==> config.mk <==
export PLATFORM = sky130hd
export DESIGN_NAME = pixel_csc
export DESIGN_NICKNAME = d
export VERILOG_FILES = /design/src/rtl/csc_pkg.sv /design/src/rtl/csc_fmt_decode.sv /design/src/rtl/csc_matrix.sv /design/src/rtl/csc_out_stage.sv /design/src/rtl/pixel_csc.sv
export SDC_FILE = /design/constraint.sdc
export NUM_CORES = 1
export LEC_CHECK = 0
export BUFFER_PORTS_ARGS = -buffer_cell sky130_fd_sc_hd__buf_2
export CAP_MARGIN = 10
export CORE_ASPECT_RATIO = 1.5
export CORE_MARGIN = 10
export CORE_UTILIZATION = 45
export DETAILED_ROUTE_END_ITERATION = 16
export GPL_TIMING_DRIVEN = 0
export PLACE_DENSITY = 0.68
export SYNTH_ARGS = -nofsm -noshare
export SYNTH_HDL_FRONTEND = slang
export SYNTH_SLANG_ARGS = --single-unit
==> constraint.sdc <==
create_clock -name clk -period 13.6 [get_ports clk]
set_input_delay 0.68 -clock clk [delete_from_list [all_inputs] [get_ports clk]]
set_output_delay 0.68 -clock clk [all_outputs]
set_load 0.02 [all_outputs]
==> src/rtl/csc_pkg.sv <==
package csc_pkg;
  localparam int PIX_W  = 8;
  localparam int FRAC_W = 10;
  localparam int ACC_W  = 20;

  localparam int Y_MAX = 247;
  localparam int U_LIM = 102;
  localparam int V_LIM = 107;

  // luma weights, scaled so full white lands on Y_MAX
  localparam int KY_R = 297;
  localparam int KY_G = 582;
  localparam int KY_B = 113;
  // colour-difference weights; each row sums to zero
  localparam int KU_R = -138;
  localparam int KU_G = -271;
  localparam int KU_B = 409;
  localparam int KV_R = 430;
  localparam int KV_G = -360;
  localparam int KV_B = -70;

  typedef struct packed {
    logic is_yuv;
    logic rgb_dith;
    logic luma_dith;
  } fmt_t;
endpackage

==> src/rtl/csc_fmt_decode.sv <==
module csc_fmt_decode
  import csc_pkg::*;
(
  input  logic [2:0] code,
  output fmt_t       fmt
);
  always_comb begin
    fmt = '0;
    unique case (code)
      3'b100: begin fmt.is_yuv = 1'b1; fmt.luma_dith = 1'b1; end
      3'b101: begin fmt.is_yuv = 1'b1; end
      3'b110,
      3'b111: fmt = '0;
      default: begin
        fmt.rgb_dith  = ~code[1];
        fmt.luma_dith = code[1] ^ code[0];
      end
    endcase
  end
endmodule

==> src/rtl/csc_matrix.sv <==
module csc_matrix
  import csc_pkg::*;
#(
  parameter int PW = PIX_W,
  parameter int AW = ACC_W
)(
  input  logic                 clk,
  input  logic                 rst_n,
  input  logic [PW-1:0]        r_in,
  input  logic [PW-1:0]        g_in,
  input  logic [PW-1:0]        b_in,
  output logic signed [AW-1:0] y_acc,
  output logic signed [AW-1:0] u_acc,
  output logic signed [AW-1:0] v_acc
);
  localparam int PAD = AW - PW;

  logic signed [AW-1:0] r_s, g_s, b_s;
  logic signed [AW-1:0] y_nxt, u_nxt, v_nxt;

  assign r_s = $signed({{PAD{1'b0}}, r_in});
  assign g_s = $signed({{PAD{1'b0}}, g_in});
  assign b_s = $signed({{PAD{1'b0}}, b_in});

  always_comb begin
    y_nxt = r_s * $signed(AW'(KY_R)) + g_s * $signed(AW'(KY_G)) + b_s * $signed(AW'(KY_B));
    u_nxt = r_s * $signed(AW'(KU_R)) + g_s * $signed(AW'(KU_G)) + b_s * $signed(AW'(KU_B));
    v_nxt = r_s * $signed(AW'(KV_R)) + g_s * $signed(AW'(KV_G)) + b_s * $signed(AW'(KV_B));
  end

  always_ff @(posedge clk or negedge rst_n) begin
    if (!rst_n) begin
      y_acc <= '0;
      u_acc <= '0;
      v_acc <= '0;
    end else begin
      y_acc <= y_nxt;
      u_acc <= u_nxt;
      v_acc <= v_nxt;
    end
  end

  // grey in, no colour difference out
  a_r3_grey_neutral: assert property (@(posedge clk) disable iff (!rst_n)
    (r_in == g_in && g_in == b_in) |=> (u_acc == 0 && v_acc == 0));
endmodule

==> src/rtl/csc_out_stage.sv <==
module csc_out_stage
  import csc_pkg::*;
#(
  parameter int PW = PIX_W,
  parameter int AW = ACC_W,
  parameter int FW = FRAC_W
)(
  input  logic                 clk,
  input  logic                 rst_n,
  input  logic signed [AW-1:0] y_acc,
  input  logic signed [AW-1:0] u_acc,
  input  logic signed [AW-1:0] v_acc,
  input  logic [PW-1:0]        raw_y,
  input  logic [PW-1:0]        raw_u,
  input  logic [PW-1:0]        raw_v,
  input  fmt_t                 fmt,
  input  logic                 blank,
  output logic [PW-1:0]        y_out,
  output logic signed [PW-1:0] u_out,
  output logic signed [PW-1:0] v_out,
  output logic                 rgb_dith_en,
  output logic                 luma_dith_en
);
  localparam logic signed [AW-1:0] RND = AW'(1 << (FW - 1));

  logic signed [AW-1:0] y_r, u_r, v_r;
  logic [PW-1:0]        y_nxt;
  logic signed [PW-1:0] u_nxt, v_nxt, u_byp, v_byp;

  always_comb begin
    y_r = (y_acc + RND) >>> FW;
    u_r = (u_acc + RND) >>> FW;
    v_r = (v_acc + RND) >>> FW;

    u_byp = $signed(raw_u);
    if (u_byp > $signed(PW'(U_LIM)))       u_byp = PW'(U_LIM);
    else if (u_byp < $signed(PW'(-U_LIM))) u_byp = PW'(-U_LIM);
    v_byp = $signed(raw_v);
    if (v_byp > $signed(PW'(V_LIM)))       v_byp = PW'(V_LIM);
    else if (v_byp < $signed(PW'(-V_LIM))) v_byp = PW'(-V_LIM);

    if (fmt.is_yuv) begin
      y_nxt = (raw_y > PW'(Y_MAX)) ? PW'(Y_MAX) : raw_y;
      u_nxt = u_byp;
      v_nxt = v_byp;
    end else begin
      y_nxt = y_r[PW-1:0];
      u_nxt = u_r[PW-1:0];
      v_nxt = v_r[PW-1:0];
    end

    if (blank) begin
      y_nxt = '0;
      u_nxt = '0;
      v_nxt = '0;
    end
  end

  always_ff @(posedge clk or negedge rst_n) begin
    if (!rst_n) begin
      y_out        <= '0;
      u_out        <= '0;
      v_out        <= '0;
      rgb_dith_en  <= 1'b0;
      luma_dith_en <= 1'b0;
    end else begin
      y_out        <= y_nxt;
      u_out        <= u_nxt;
      v_out        <= v_nxt;
      rgb_dith_en  <= fmt.rgb_dith;
      luma_dith_en <= fmt.luma_dith;
    end
  end

  // output ranges on both paths
  a_r5_y_limit: assert property (@(posedge clk) disable iff (!rst_n)
    int'(y_out) <= Y_MAX);
  a_r5_u_limit: assert property (@(posedge clk) disable iff (!rst_n)
    (int'(u_out) <= U_LIM) && (int'(u_out) >= -U_LIM));
  a_r5_v_limit: assert property (@(posedge clk) disable iff (!rst_n)
    (int'(v_out) <= V_LIM) && (int'(v_out) >= -V_LIM));
endmodule

==> src/rtl/pixel_csc.sv <==
module pixel_csc
  import csc_pkg::*;
(
  input  logic              clk,
  input  logic              rst_n,
  input  logic [7:0]        red_in,
  input  logic [7:0]        grn_in,
  input  logic [7:0]        blu_in,
  input  logic [2:0]        fmt_code,
  input  logic              blank_in,
  output logic [7:0]        y_out,
  output logic signed [7:0] u_out,
  output logic signed [7:0] v_out,
  output logic              rgb_dith_en,
  output logic              luma_dith_en
);
  fmt_t fmt_dec;
  logic [PIX_W-1:0] s1_r, s1_g, s1_b, s2_r, s2_g, s2_b;
  fmt_t s1_fmt, s2_fmt;
  logic s1_blank, s2_blank;
  logic signed [ACC_W-1:0] y_acc, u_acc, v_acc;

  csc_fmt_decode u_dec (.code(fmt_code), .fmt(fmt_dec));

  // stage 1: capture
  always_ff @(posedge clk or negedge rst_n) begin
    if (!rst_n) begin
      s1_r <= '0; s1_g <= '0; s1_b <= '0;
      s1_fmt <= '0; s1_blank <= 1'b0;
    end else begin
      s1_r <= red_in; s1_g <= grn_in; s1_b <= blu_in;
      s1_fmt <= fmt_dec; s1_blank <= blank_in;
    end
  end

  // stage 2: matrix products, bypass data held alongside
  csc_matrix #(.PW(PIX_W), .AW(ACC_W)) u_mtx (
    .clk(clk), .rst_n(rst_n),
    .r_in(s1_r), .g_in(s1_g), .b_in(s1_b),
    .y_acc(y_acc), .u_acc(u_acc), .v_acc(v_acc));

  always_ff @(posedge clk or negedge rst_n) begin
    if (!rst_n) begin
      s2_r <= '0; s2_g <= '0; s2_b <= '0;
      s2_fmt <= '0; s2_blank <= 1'b0;
    end else begin
      s2_r <= s1_r; s2_g <= s1_g; s2_b <= s1_b;
      s2_fmt <= s1_fmt; s2_blank <= s1_blank;
    end
  end

  // stage 3: round, select path, clamp, blank
  csc_out_stage #(.PW(PIX_W), .AW(ACC_W), .FW(FRAC_W)) u_out_stg (
    .clk(clk), .rst_n(rst_n),
    .y_acc(y_acc), .u_acc(u_acc), .v_acc(v_acc),
    .raw_y(s2_r), .raw_u(s2_b), .raw_v(s2_g),
    .fmt(s2_fmt), .blank(s2_blank),
    .y_out(y_out), .u_out(u_out), .v_out(v_out),
    .rgb_dith_en(rgb_dith_en), .luma_dith_en(luma_dith_en));

  // blanked pixel leaves as black, three edges later
  a_r7_blank_black: assert property (@(posedge clk) disable iff (!rst_n)
    blank_in |-> ##3 (y_out == 0 && u_out == 0 && v_out == 0));
  // reserved codes switch both dithers off
  a_r9_reserved_off: assert property (@(posedge clk) disable iff (!rst_n)
    (fmt_code[2] && fmt_code[1]) |-> ##3 (!rgb_dith_en && !luma_dith_en));
  // YUV codes never enable input dither
  a_r8_yuv_no_rgb_dith: assert property (@(posedge clk) disable iff (!rst_n)
    (fmt_code[2] && !fmt_code[1]) |-> ##3 !rgb_dith_en);
endmodule

==> metrics.yaml, run 1 <==
outcome:
  status: "complete, no violations"
global_routing:
  grt_use_total_pct: 18.4
  grt_pass1_vias: 12600
  gr-total-overflow: 0
  grt_max_degree: 66
  antenna_found_initial: 0
  grt_pass1_wl_mm: 63.9
die:
  fp.dieH_um: 254
  die_w_um: 176
  fp-row-count: 85
  initial_core_util_pct: 45.7
  dieArea_um2: 44900
  core_area_um2: 36100
  num_io_pins: 56
critical_path:
  cp.required_ns: 13.86
  crit_fanout: 11
  cp_top_family: "adder cells"
  worstSetupPathType: "reg -> reg"
  r2r_cells: 27
  path_buf_inv: 6
  slowest_stage: "dfrtp_1"
  cp-end-kind: "register"
  cp.depth: 27
  critPathLaunchType: "register"
  max_stage_delay_ns: 0.77
  crit_arrival_ns: 8.17
yosys:
  syn_avg_cell_area_um2: 9.91
  synth_area_um2: 16500
  synth_area_leaders: "ha_1, fa_1, dfrtp_1"
  synth_area_leader_cell: "ha_1"
  syn_nets: 2259
  synthArstFlopShare_pct: 100
  yosysWarnings: 0
  ys_ff_latch: 109
  yosys.area.top_type_share_pct: 29.2
  yosys_most_used_dff: "dfrtp_1"
  ys_seq_area_share_pct: 16.5
  synthCells: 1665
  synth_cell_type_count: 60
  synth_edf_count: 0
layout:
  area_growth_pct: 7.18
  antenna_cells: 0
  mostFrequentLayoutCell: "ha_1"
  drive_above_1_share_pct: 4.84
  nNetsFinal: 2326
  fillers: 3365
  fin_cells: 2214
  fin_area_um2: 17700
  layout_common_cells: "ha_1, inv_1, fa_1"
detailed_routing:
  firstDrtPassIters: 5
  finalWirelength_mm: 39.2
  ant_nets: 0
  drc: 0
  vias: 11500
  vias_per_cell: 5.19
  wl_per_cell_um: 17.7
  drtIter0Drc: 428
clock_network:
  cts_resized: 0
  cts_hold_buf: 0
  cts_tree: "done"
  cts_max_level: 3
  clock-sinks: 109
  clockRootBuffer: "clkbuf_16"
  clockBufferDepth: 2
  clk_pin_slew_ns: 0.08
  cts_made_buffers: 9
  clk_latency_ns: 0.39
  cts_setup_buffers: 0
sta:
  drv_slew: 0
  timing.final.crit_share_pct: 58.2
  fin_skew_ns: 0.0173
  rsz0062_at_grt: "no"
  max_freq_mhz: 126
  fin_setup_tns_ns: 0
  relSlewSlack_pct: 44.6
  hold_viol_final: 0
  fin_ws_ns: 5.69
  min_period_ns: 7.91
  setup_viol: 0
  tightest_slew_ns: 0.831
worst_hold_path:
  hold_depth: 0
  hp-class: "reg -> reg"
placed_design:
  dp_hpwl_mm: 33.9
  gp_congestion: 0.957
  place_ws_ns: 5.68
  post-place-cells: 2199
  port_buffers: 55
  placed_cell_area_um2: 17400
flow_run:
  drv_cap: 0
-- routing by layer --
metal,vias to the layer above,routed length [um],GRT usage [%]
met3,80,1070,2.16
met1,5634,15000,19.2
met5,-,0,0
met4,0,2720,12.4
met2,176,20500,33.8
li1,5603,-,-
-- kinds of logic after synthesis --
family	synth area share, %
muxes	0.0607
buffers and inverters	8.67
and+or+nand+nor	8.09
DFF	16.5
AOI/OAI and AO/OA	9.01
adders and majority gates	50.9
xor gates and xnor gates	6.70
-- layout make-up --
| class | count | area (um2) | area share [%] |
|---|---|---|---|
| timing repair buffer | 56 | 305 | 1.73 |
| buffer | 7 | 26.3 | 0.149 |
| inverter | 374 | 1400 | 7.94 |
| clock buffer | 9 | 225 | 1.27 |
| tap | 478 | 598 | 3.38 |
| multi-input combinational | 1175 | 12300 | 69.8 |
| sequential | 109 | 2730 | 15.4 |
| clock inverter | 6 | 55.1 | 0.311 |
-- cells in the mapped netlist (all sizes together), types with 8 or more instances --
cell type / count
and3: 19
nand2b: 15
ha: 385
o21a: 16
a31oi: 8
nor2b: 18
a211oi: 11
nand2: 38
o21ai: 43
nand3: 26
inv: 374
xnor2: 81
a21o: 19
o21bai: 10
a311oi: 9
nor2: 87
a21oi: 55
nor3: 31
xor2: 40
fa: 179
dfrtp: 109
-- through the flow --
step           hold WS (ns)  utilization, %
6_report              0.349            49.0
5_1_grt               0.361            49.0
4_1_cts               0.352            49.0
3_5_place_dp          0.336            48.2
3_3_place_gp          0.338            48.2
2_1_floorplan         0.331               -
-- worst register-to-register path, stage by stage (launching register included) --
cell,delay (ns)
dfrtp_1,0.77
inv_1,0.29
ha_1,0.39
inv_1,0.08
fa_1,0.49
fa_1,0.50
inv_1,0.06
fa_1,0.52
inv_1,0.04
ha_1,0.32
a21oi_1,0.22
o21bai_1,0.09
a21oi_1,0.23
o21bai_1,0.12
a21oi_1,0.18
xnor2_1,0.24
fa_1,0.48
inv_1,0.08
fa_1,0.47
fa_1,0.55
inv_1,0.04
ha_1,0.33
nand3_1,0.11
nand2_1,0.06
a41o_1,0.25
or4_1,0.45
a31oi_1,0.21
xnor3_1,0.23
-- registers in the layout, indices dropped and copies added, names as in the netlist, 8 cells and up --
signal and flops:
s1_g 8, s2_r 8, s1_b 8, u_mtx.y_acc 9
s1_r 8, s2_b 8, u_out_stg.y_out 8, u_out_stg.v_out 8
s2_g 8, u_mtx.v_acc 9, u_mtx.u_acc 9, u_out_stg.u_out 8
-- path summary, 6_finish.rpt --
check                      startpoint  slack, ns                    end
max in group asynchronous       rst_n      12.48                s1_r[0]
hold / removal              s1_fmt[2]       0.35              s2_fmt[2]
setup reg to reg              s1_r[6]       5.69        u_mtx.u_acc[17]
setup / recovery              s1_r[6]       5.69        u_mtx.u_acc[17]
min in group asynchronous       rst_n       0.38  u_out_stg.rgb_dith_en
hold reg to reg             s1_fmt[2]       0.35              s2_fmt[2]
Power of run 1 is left out: the tool's default activity adds up to more than one toggle a clock period on the data nets, which glitch-free logic cannot reach.
==> run 2, diff against run 1 <==
--- a/config.mk
+++ b/config.mk
@@ -12,7 +12,7 @@
 export CORE_UTILIZATION = 45
 export DETAILED_ROUTE_END_ITERATION = 16
 export GPL_TIMING_DRIVEN = 0
-export PLACE_DENSITY = 0.68
+export PLACE_DENSITY = 0.7
 export SYNTH_ARGS = -nofsm -noshare
 export SYNTH_HDL_FRONTEND = slang
 export SYNTH_SLANG_ARGS = --single-unit
==> constraint.sdc (replaced) <==
create_clock -name clk -period 6.65 [get_ports clk]
set_input_delay 0.3325 -clock clk [delete_from_list [all_inputs] [get_ports clk]]
set_output_delay 0.3325 -clock clk [all_outputs]
set_load 0.02 [all_outputs]
==> run 2 against run 1 <==
  * Sequential share of layout area shrank 0.76 points
  * Largest cell class unchanged
  * Global-route usage up 0.55 points
  * Critical endpoint unchanged
  * Utilization increased by 3.4 points
  * Hold slack worse by 0.33 ns
  * The flow now finishes with violations (setup timing)
  * Non-clock buffer count increased by 63
  * Critical path depth decreased by 1
  * Via count increased by 4.5%
  * Routed wire length rose by 5.6%
  * Setup slack worse by 5.9 ns
  * Cell count rose by 2.9%
==> metrics.yaml, run 2 (synthesis results as in run 1) <==
clock_network:
  clockRootBuffer: "clkbuf_16"
  cts_made_buffers: 9  # unchanged
  clk_latency_ns: 0.39  # about the same
  clock-sinks: 109  # unchanged
  cts_hold_buf: 0  # unchanged
  cts_max_level: 3  # unchanged
  cts_tree: "done"
  clockBufferDepth: 2  # unchanged
  clk_pin_slew_ns: 0.08  # about the same
critical_path:
  crit_arrival_ns: 7.11  # -1.06 ns
  cp-end-kind: "register"
  crit_fanout: 6  # -5
  cp.required_ns: 6.91  # -6.95 ns
  critPathLaunchType: "register"
  timing.rr.start: "s1_r[4]"
  worstSetupPathType: "reg -> reg"
  crit_path_start: "s1_r[4]"
sta:
  fin_skew_ns: 0.0137  # -0.00357 ns
  tightest_slew_ns: 0.869  # +0.0380 ns
  rsz0062_at_grt: "yes"
  min_period_ns: 6.85  # -1.06 ns
  max_freq_mhz: 146  # +15%
  hold_viol_final: 0  # unchanged
  fin_setup_tns_ns: -0.281  # -0.281 ns
  timing.final.crit_share_pct: 103  # +45 points
  drv_slew: 0  # unchanged
  fin_ws_ns: -0.201  # -5.89 ns
  setup_viol: 2  # +2
  relSlewSlack_pct: 42.1  # -2.5 points
global_routing:
  antenna_found_initial: 0  # unchanged
  grt_use_total_pct: 18.9  # +0.55 points
  grt_pass1_vias: 13000  # +3.2%
  gr-total-overflow: 0  # unchanged
  grt_max_degree: 61  # -7.6%
  grt_pass1_wl_mm: 66.0  # +3.2%
detailed_routing:
  drc: 0  # unchanged
  finalWirelength_mm: 41.4  # +5.6%
  firstDrtPassIters: 5  # unchanged
  vias: 12000  # +4.5%
  drtIter0Drc: 484  # +13%
  vias_per_cell: 5.27  # +1.5%
  wl_per_cell_um: 18.2  # +2.6%
  ant_nets: 0  # unchanged
die:
  initial_core_util_pct: 45.7  # unchanged
  die_w_um: 176  # unchanged
  dieArea_um2: 44900  # unchanged
  num_io_pins: 56  # unchanged
  core_area_um2: 36100  # unchanged
  fp.dieH_um: 254  # unchanged
  fp-row-count: 85  # unchanged
outcome:
  status: "finished with violations"
  violations: "setup timing"
placed_design:
  placed_cell_area_um2: 17500  # +0.42%
  gp_congestion: 0.960  # +0.29%
  port_buffers: 55  # unchanged
  dp_hpwl_mm: 33.9  # +0.13%
layout:
  layout_common_cells: "ha_1, inv_1, fa_1"
  antenna_cells: 0  # unchanged
  mostFrequentLayoutCell: "ha_1"
  fin_area_um2: 18900  # +6.9%
  nNetsFinal: 2389  # +2.7%
  reg_top3: "u_mtx.u_acc x9, u_mtx.v_acc x9, u_mtx.y_acc x9"
  area_growth_pct: 14.6
  drive_above_1_share_pct: 13.9  # +9.1 points
worst_hold_path:
  hp-class: "in -> async"
flow_run:
  drv_cap: 0  # unchanged
==> run 2: cell types whose count changed in the layout (fill, tap and decap cells not counted), moves of 11 or more <==
cell,delta
ha_1,-28
a21oi_1,-13
ha_4,+23
buf_4,+58
inv_2,+13
a21oi_2,+11
inv_1,-18
dfrtp_1,-15
==> run 2: layer usage <==
layer / up-vias / global-route usage [%] / wire (um)
li1: 5733 / - / -
met1: 5932 / 18.9 / 15100
met2: 222 / 35.2 / 22000
met3: 118 / 2.75 / 1350
met4: 0 / 13.2 / 3040
met5: - / 0 / 0
==> run 2: final cells by class <==
| type | count | area [um2] |
|---|---|---|
| clock inverters | 7 | 86.3 |
| inverters | 374 | 1430 |
| repair buffers | 119 | 818 |
| flip-flops and latches | 109 | 2770 |
| clock buffers | 9 | 225 |
| well taps | 478 | 598 |
| multi-input cells | 1175 | 12900 |
| fillers | 3114 | 17200 |
| plain buffers | 7 | 26.3 |
==> run 2: final timing paths <==
check / end / slack [ns] / depth (start not counted)
setup / recovery: u_mtx.u_acc[17] / -0.20 / 26
hold / removal: s2_fmt[0] / 0.02 / 1
setup reg to reg: u_mtx.u_acc[17] / -0.20 / 26
hold reg to reg: s2_fmt[2] / 0.35 / 0
max in group asynchronous: s1_g[6] / 5.89 / 2
min in group clk: s1_b[6] / 0.04 / 1
==> run 2: critical path, stage by stage, from the launching register on <==
cell	delay, ns
dfrtp_4	0.56
ha_4	0.33
fa_1	0.41
ha_1	0.28
inv_1	0.05
fa_1	0.49
inv_2	0.06
fa_2	0.34
a21o_1	0.20
a21oi_2	0.16
o21bai_1	0.11
a21oi_2	0.16
o21bai_2	0.10
a21oi_2	0.17
xnor2_2	0.14
fa_1	0.57
inv_1	0.06
fa_1	0.49
fa_1	0.52
inv_2	0.05
ha_4	0.22
nand2_1	0.05
nand2_1	0.05
a41o_1	0.22
or4_4	0.52
a31oi_4	0.15
xnor3_1	0.23
==> run 2: through the flow <==
step,util (%),hold slack (ns),cells,setup slack [ns]
4_1_cts,51.4,0.0257,2259,-0.195
2_1_floorplan,-,0.0369,1665,0.00930
3_5_place_dp,48.5,0.337,2199,-0.936
6_report,52.4,0.0194,2278,-0.201
3_3_place_gp,48.4,0.336,2198,-0.866
5_1_grt,52.4,0.0361,2278,-0.368
==> run 2: what timing repair did <==
action / 4_1_cts / 5_1_grt
setup buffers: 44 / 19
setup endpoints to repair: 7 / 6
pin swaps: 59 / 44
gates resized for setup: 86 / 42
Power of run 2 is left out for the same reason.
==> run 3, diff against run 2 <==
--- a/config.mk
+++ b/config.mk
@@ -13,6 +13,7 @@
 export DETAILED_ROUTE_END_ITERATION = 16
 export GPL_TIMING_DRIVEN = 0
 export PLACE_DENSITY = 0.7
+export SKIP_CTS_REPAIR_TIMING = 1
 export SYNTH_ARGS = -nofsm -noshare
 export SYNTH_HDL_FRONTEND = slang
 export SYNTH_SLANG_ARGS = --single-unit
==> run 3 against run 2 <==
  * Fmax fell by 2.2%
  * Cell count fell by 0.57%
  * Via count fell by 0.77%
  * Die area did not move
  * Largest cell class unchanged
  * Non-clock buffer count fell by 13
  * Critical path depth fell by 1
  * Sequential cell count did not move
  * First-iteration DRC count rose by 1.0%
  * Highest routed layer unchanged
  * Critical endpoint unchanged
  * Clock skew fell by 0.00067 ns
  * The flow still finishes with violations (setup timing)
==> metrics.yaml, run 3 (synthesis results as in run 1) <==
worst_hold_path:
  hp-class: "in -> async"
sta:
  tightest_slew_ns: 0.871  # +0.00274 ns
  rsz0062_at_grt: "yes"
  min_period_ns: 7.01  # +0.156 ns
  timing.final.crit_share_pct: 105  # +2.3 points
  max_freq_mhz: 143  # -2.2%
  hold_ws_ns: 0.0188  # -0.000587 ns
  hold_viol_final: 0  # unchanged
  relSlewSlack_pct: 41.9  # -0.18 points
  setup_viol: 2  # unchanged
  fin_ws_ns: -0.357  # -0.156 ns
  fin_setup_tns_ns: -0.465  # -0.184 ns
  drv_slew: 0  # unchanged
  fin_skew_ns: 0.0131  # -0.000667 ns
placed_design:
  gp_congestion: 0.960  # unchanged
  dp_hpwl_mm: 33.9  # unchanged
  port_buffers: 55  # unchanged
critical_path:
  path_buf_inv: 4  # unchanged
  crit_arrival_ns: 7.26  # +0.15 ns
  critPathLaunchType: "register"
  rrSetupSlack_ns: -0.36  # -0.16 ns
  cp.required_ns: 6.91  # about the same
  crit_fanout: 8  # +2
  r2r_cells: 25  # -3.8%
  timing.rr.start: "s1_r[4]"
  cp-end-kind: "register"
  max_stage_delay_ns: 0.63  # +0.06 ns
  cp.depth: 25  # -3.8%
  worstSetupPathType: "reg -> reg"
  path_common_cell: "fa_1"
  r2r-end: "u_mtx.u_acc[17]"
  slowest_stage: "fa_2"
  cp_top_family: "adder cells"
layout:
  fillers: 3160  # +1.5%
  area_growth_pct: 12.6
  drive_above_1_share_pct: 11.9  # -2.0 points
  mostFrequentLayoutCell: "ha_1"
  layout_common_cells: "ha_1, inv_1, fa_1"
  multi_input_area_um2: 12800  # -1.4%
  antenna_cells: 0  # unchanged
  regArea_um2: 2770  # about the same
  reg_top3: "u_mtx.u_acc x9, u_mtx.v_acc x9, u_mtx.y_acc x9"
  nNetsFinal: 2376  # -0.54%
die:
  fp.dieH_um: 254  # unchanged
  num_io_pins: 56  # unchanged
  fp-row-count: 85  # unchanged
  initial_core_util_pct: 45.7  # unchanged
  core_area_um2: 36100  # unchanged
  dieArea_um2: 44900  # unchanged
  die_w_um: 176  # unchanged
global_routing:
  grt_pass1_vias: 12700  # -2.8%
  antenna_found_initial: 0  # unchanged
  grt_max_degree: 61  # unchanged
  grt_use_total_pct: 18.2  # -0.68 points
  gr-total-overflow: 0  # unchanged
  grt_pass1_wl_mm: 63.7  # -3.4%
clock_network:
  cts_made_buffers: 9  # unchanged
  clockBufferDepth: 2  # unchanged
  clockRootBuffer: "clkbuf_16"
  clk_pin_slew_ns: 0.08  # about the same
  cts_max_level: 3  # unchanged
  cts_tree: "done"
  clk_latency_ns: 0.39  # about the same
  clock-sinks: 109  # unchanged
detailed_routing:
  vias_per_cell: 5.26  # -0.21%
  wl_per_cell_um: 17.9  # -1.5%
  finalWirelength_mm: 40.6  # -2.1%
  ant_nets: 0  # unchanged
  vias: 11900  # -0.77%
  drtIter0Drc: 489  # +1.0%
  firstDrtPassIters: 6  # +1
  drc: 0  # unchanged
flow_run:
  drv_cap: 0  # unchanged
outcome:
  violations: "setup timing"
  status: "finished with violations"
==> run 3: cell types whose count changed in the layout (fill, tap and decap cells not counted), moves of 2 or more <==
| cell | before | now |
|---|---|---|
| a21oi_1 | 42 | 45 |
| a21oi_2 | 11 | 9 |
| buf_12 | 2 | 0 |
| buf_4 | 59 | 49 |
| ha_1 | 357 | 364 |
| ha_2 | 5 | 3 |
| ha_4 | 23 | 18 |
| inv_1 | 356 | 362 |
| inv_2 | 13 | 9 |
| nor2_1 | 84 | 86 |
| nor2_2 | 3 | 1 |
| o21bai_1 | 8 | 10 |
| o21bai_2 | 2 | 0 |
==> run 3: area by class of cell <==
type | instances | share of cell area (%)
clock buffers | 9 | 1.21
plain buffers | 7 | 0.142
clock inverters | 7 | 0.465
multi-input cells | 1175 | 68.8
repair buffers | 106 | 3.67
flip-flops and latches | 109 | 14.9
well taps | 478 | 3.22
inverters | 374 | 7.62
==> run 3: stage by stage <==
step                      cells  worst slack [ns]  util (%)  area (um2)
after global routing       2265            -0.507      51.5       18600
after floorplan            1665           0.00930         -       16600
after global placement     2198            -0.866      48.4       17400
final                      2265            -0.357      51.5       18600
after detailed placement   2199            -0.936      48.5       17500
after CTS                  2215            -0.974      49.3       17800
==> run 3: worst max-delay path by stage <==
stage,from,endpoint,slack (ns)
2_1_floorplan,s1_r[6],u_mtx.u_acc[17],0.009
3_3_place_gp,s1_b[4],u_mtx.u_acc[17],-0.87
3_5_place_dp,s1_b[4],u_mtx.u_acc[17],-0.94
4_1_cts,s1_b[4],u_mtx.u_acc[17],-0.97
5_1_grt,s1_r[4],u_mtx.u_acc[17],-0.51
6_report,s1_r[4],u_mtx.u_acc[17],-0.36
==> run 3: routing by layer <==
layer | global-route usage [%] | vias to the layer above | share of wire (%)
met5 | 0 | - | 0
met2 | 33.4 | 222 | 52
met1 | 18.4 | 5872 | 36
li1 | - | 5703 | -
met3 | 2.98 | 115 | 3.8
met4 | 13.0 | 0 | 8.0
==> run 3: worst register-to-register path, stage by stage, from the launching register on <==
cell	delay (ns)
dfrtp_4	0.57
fa_2	0.63
ha_4	0.21
fa_1	0.50
inv_1	0.06
fa_1	0.54
inv_2	0.05
ha_4	0.28
a21oi_4	0.06
o21bai_1	0.17
a21oi_2	0.09
o21bai_1	0.24
a21oi_2	0.11
xnor2_2	0.19
fa_1	0.57
inv_2	0.04
fa_1	0.49
fa_1	0.52
inv_2	0.05
ha_4	0.23
nand3_2	0.06
nand2_1	0.04
a41o_1	0.24
or4_4	0.53
a31oi_4	0.18
xnor3_1	0.23
Power of run 3 is left out for the same reason.
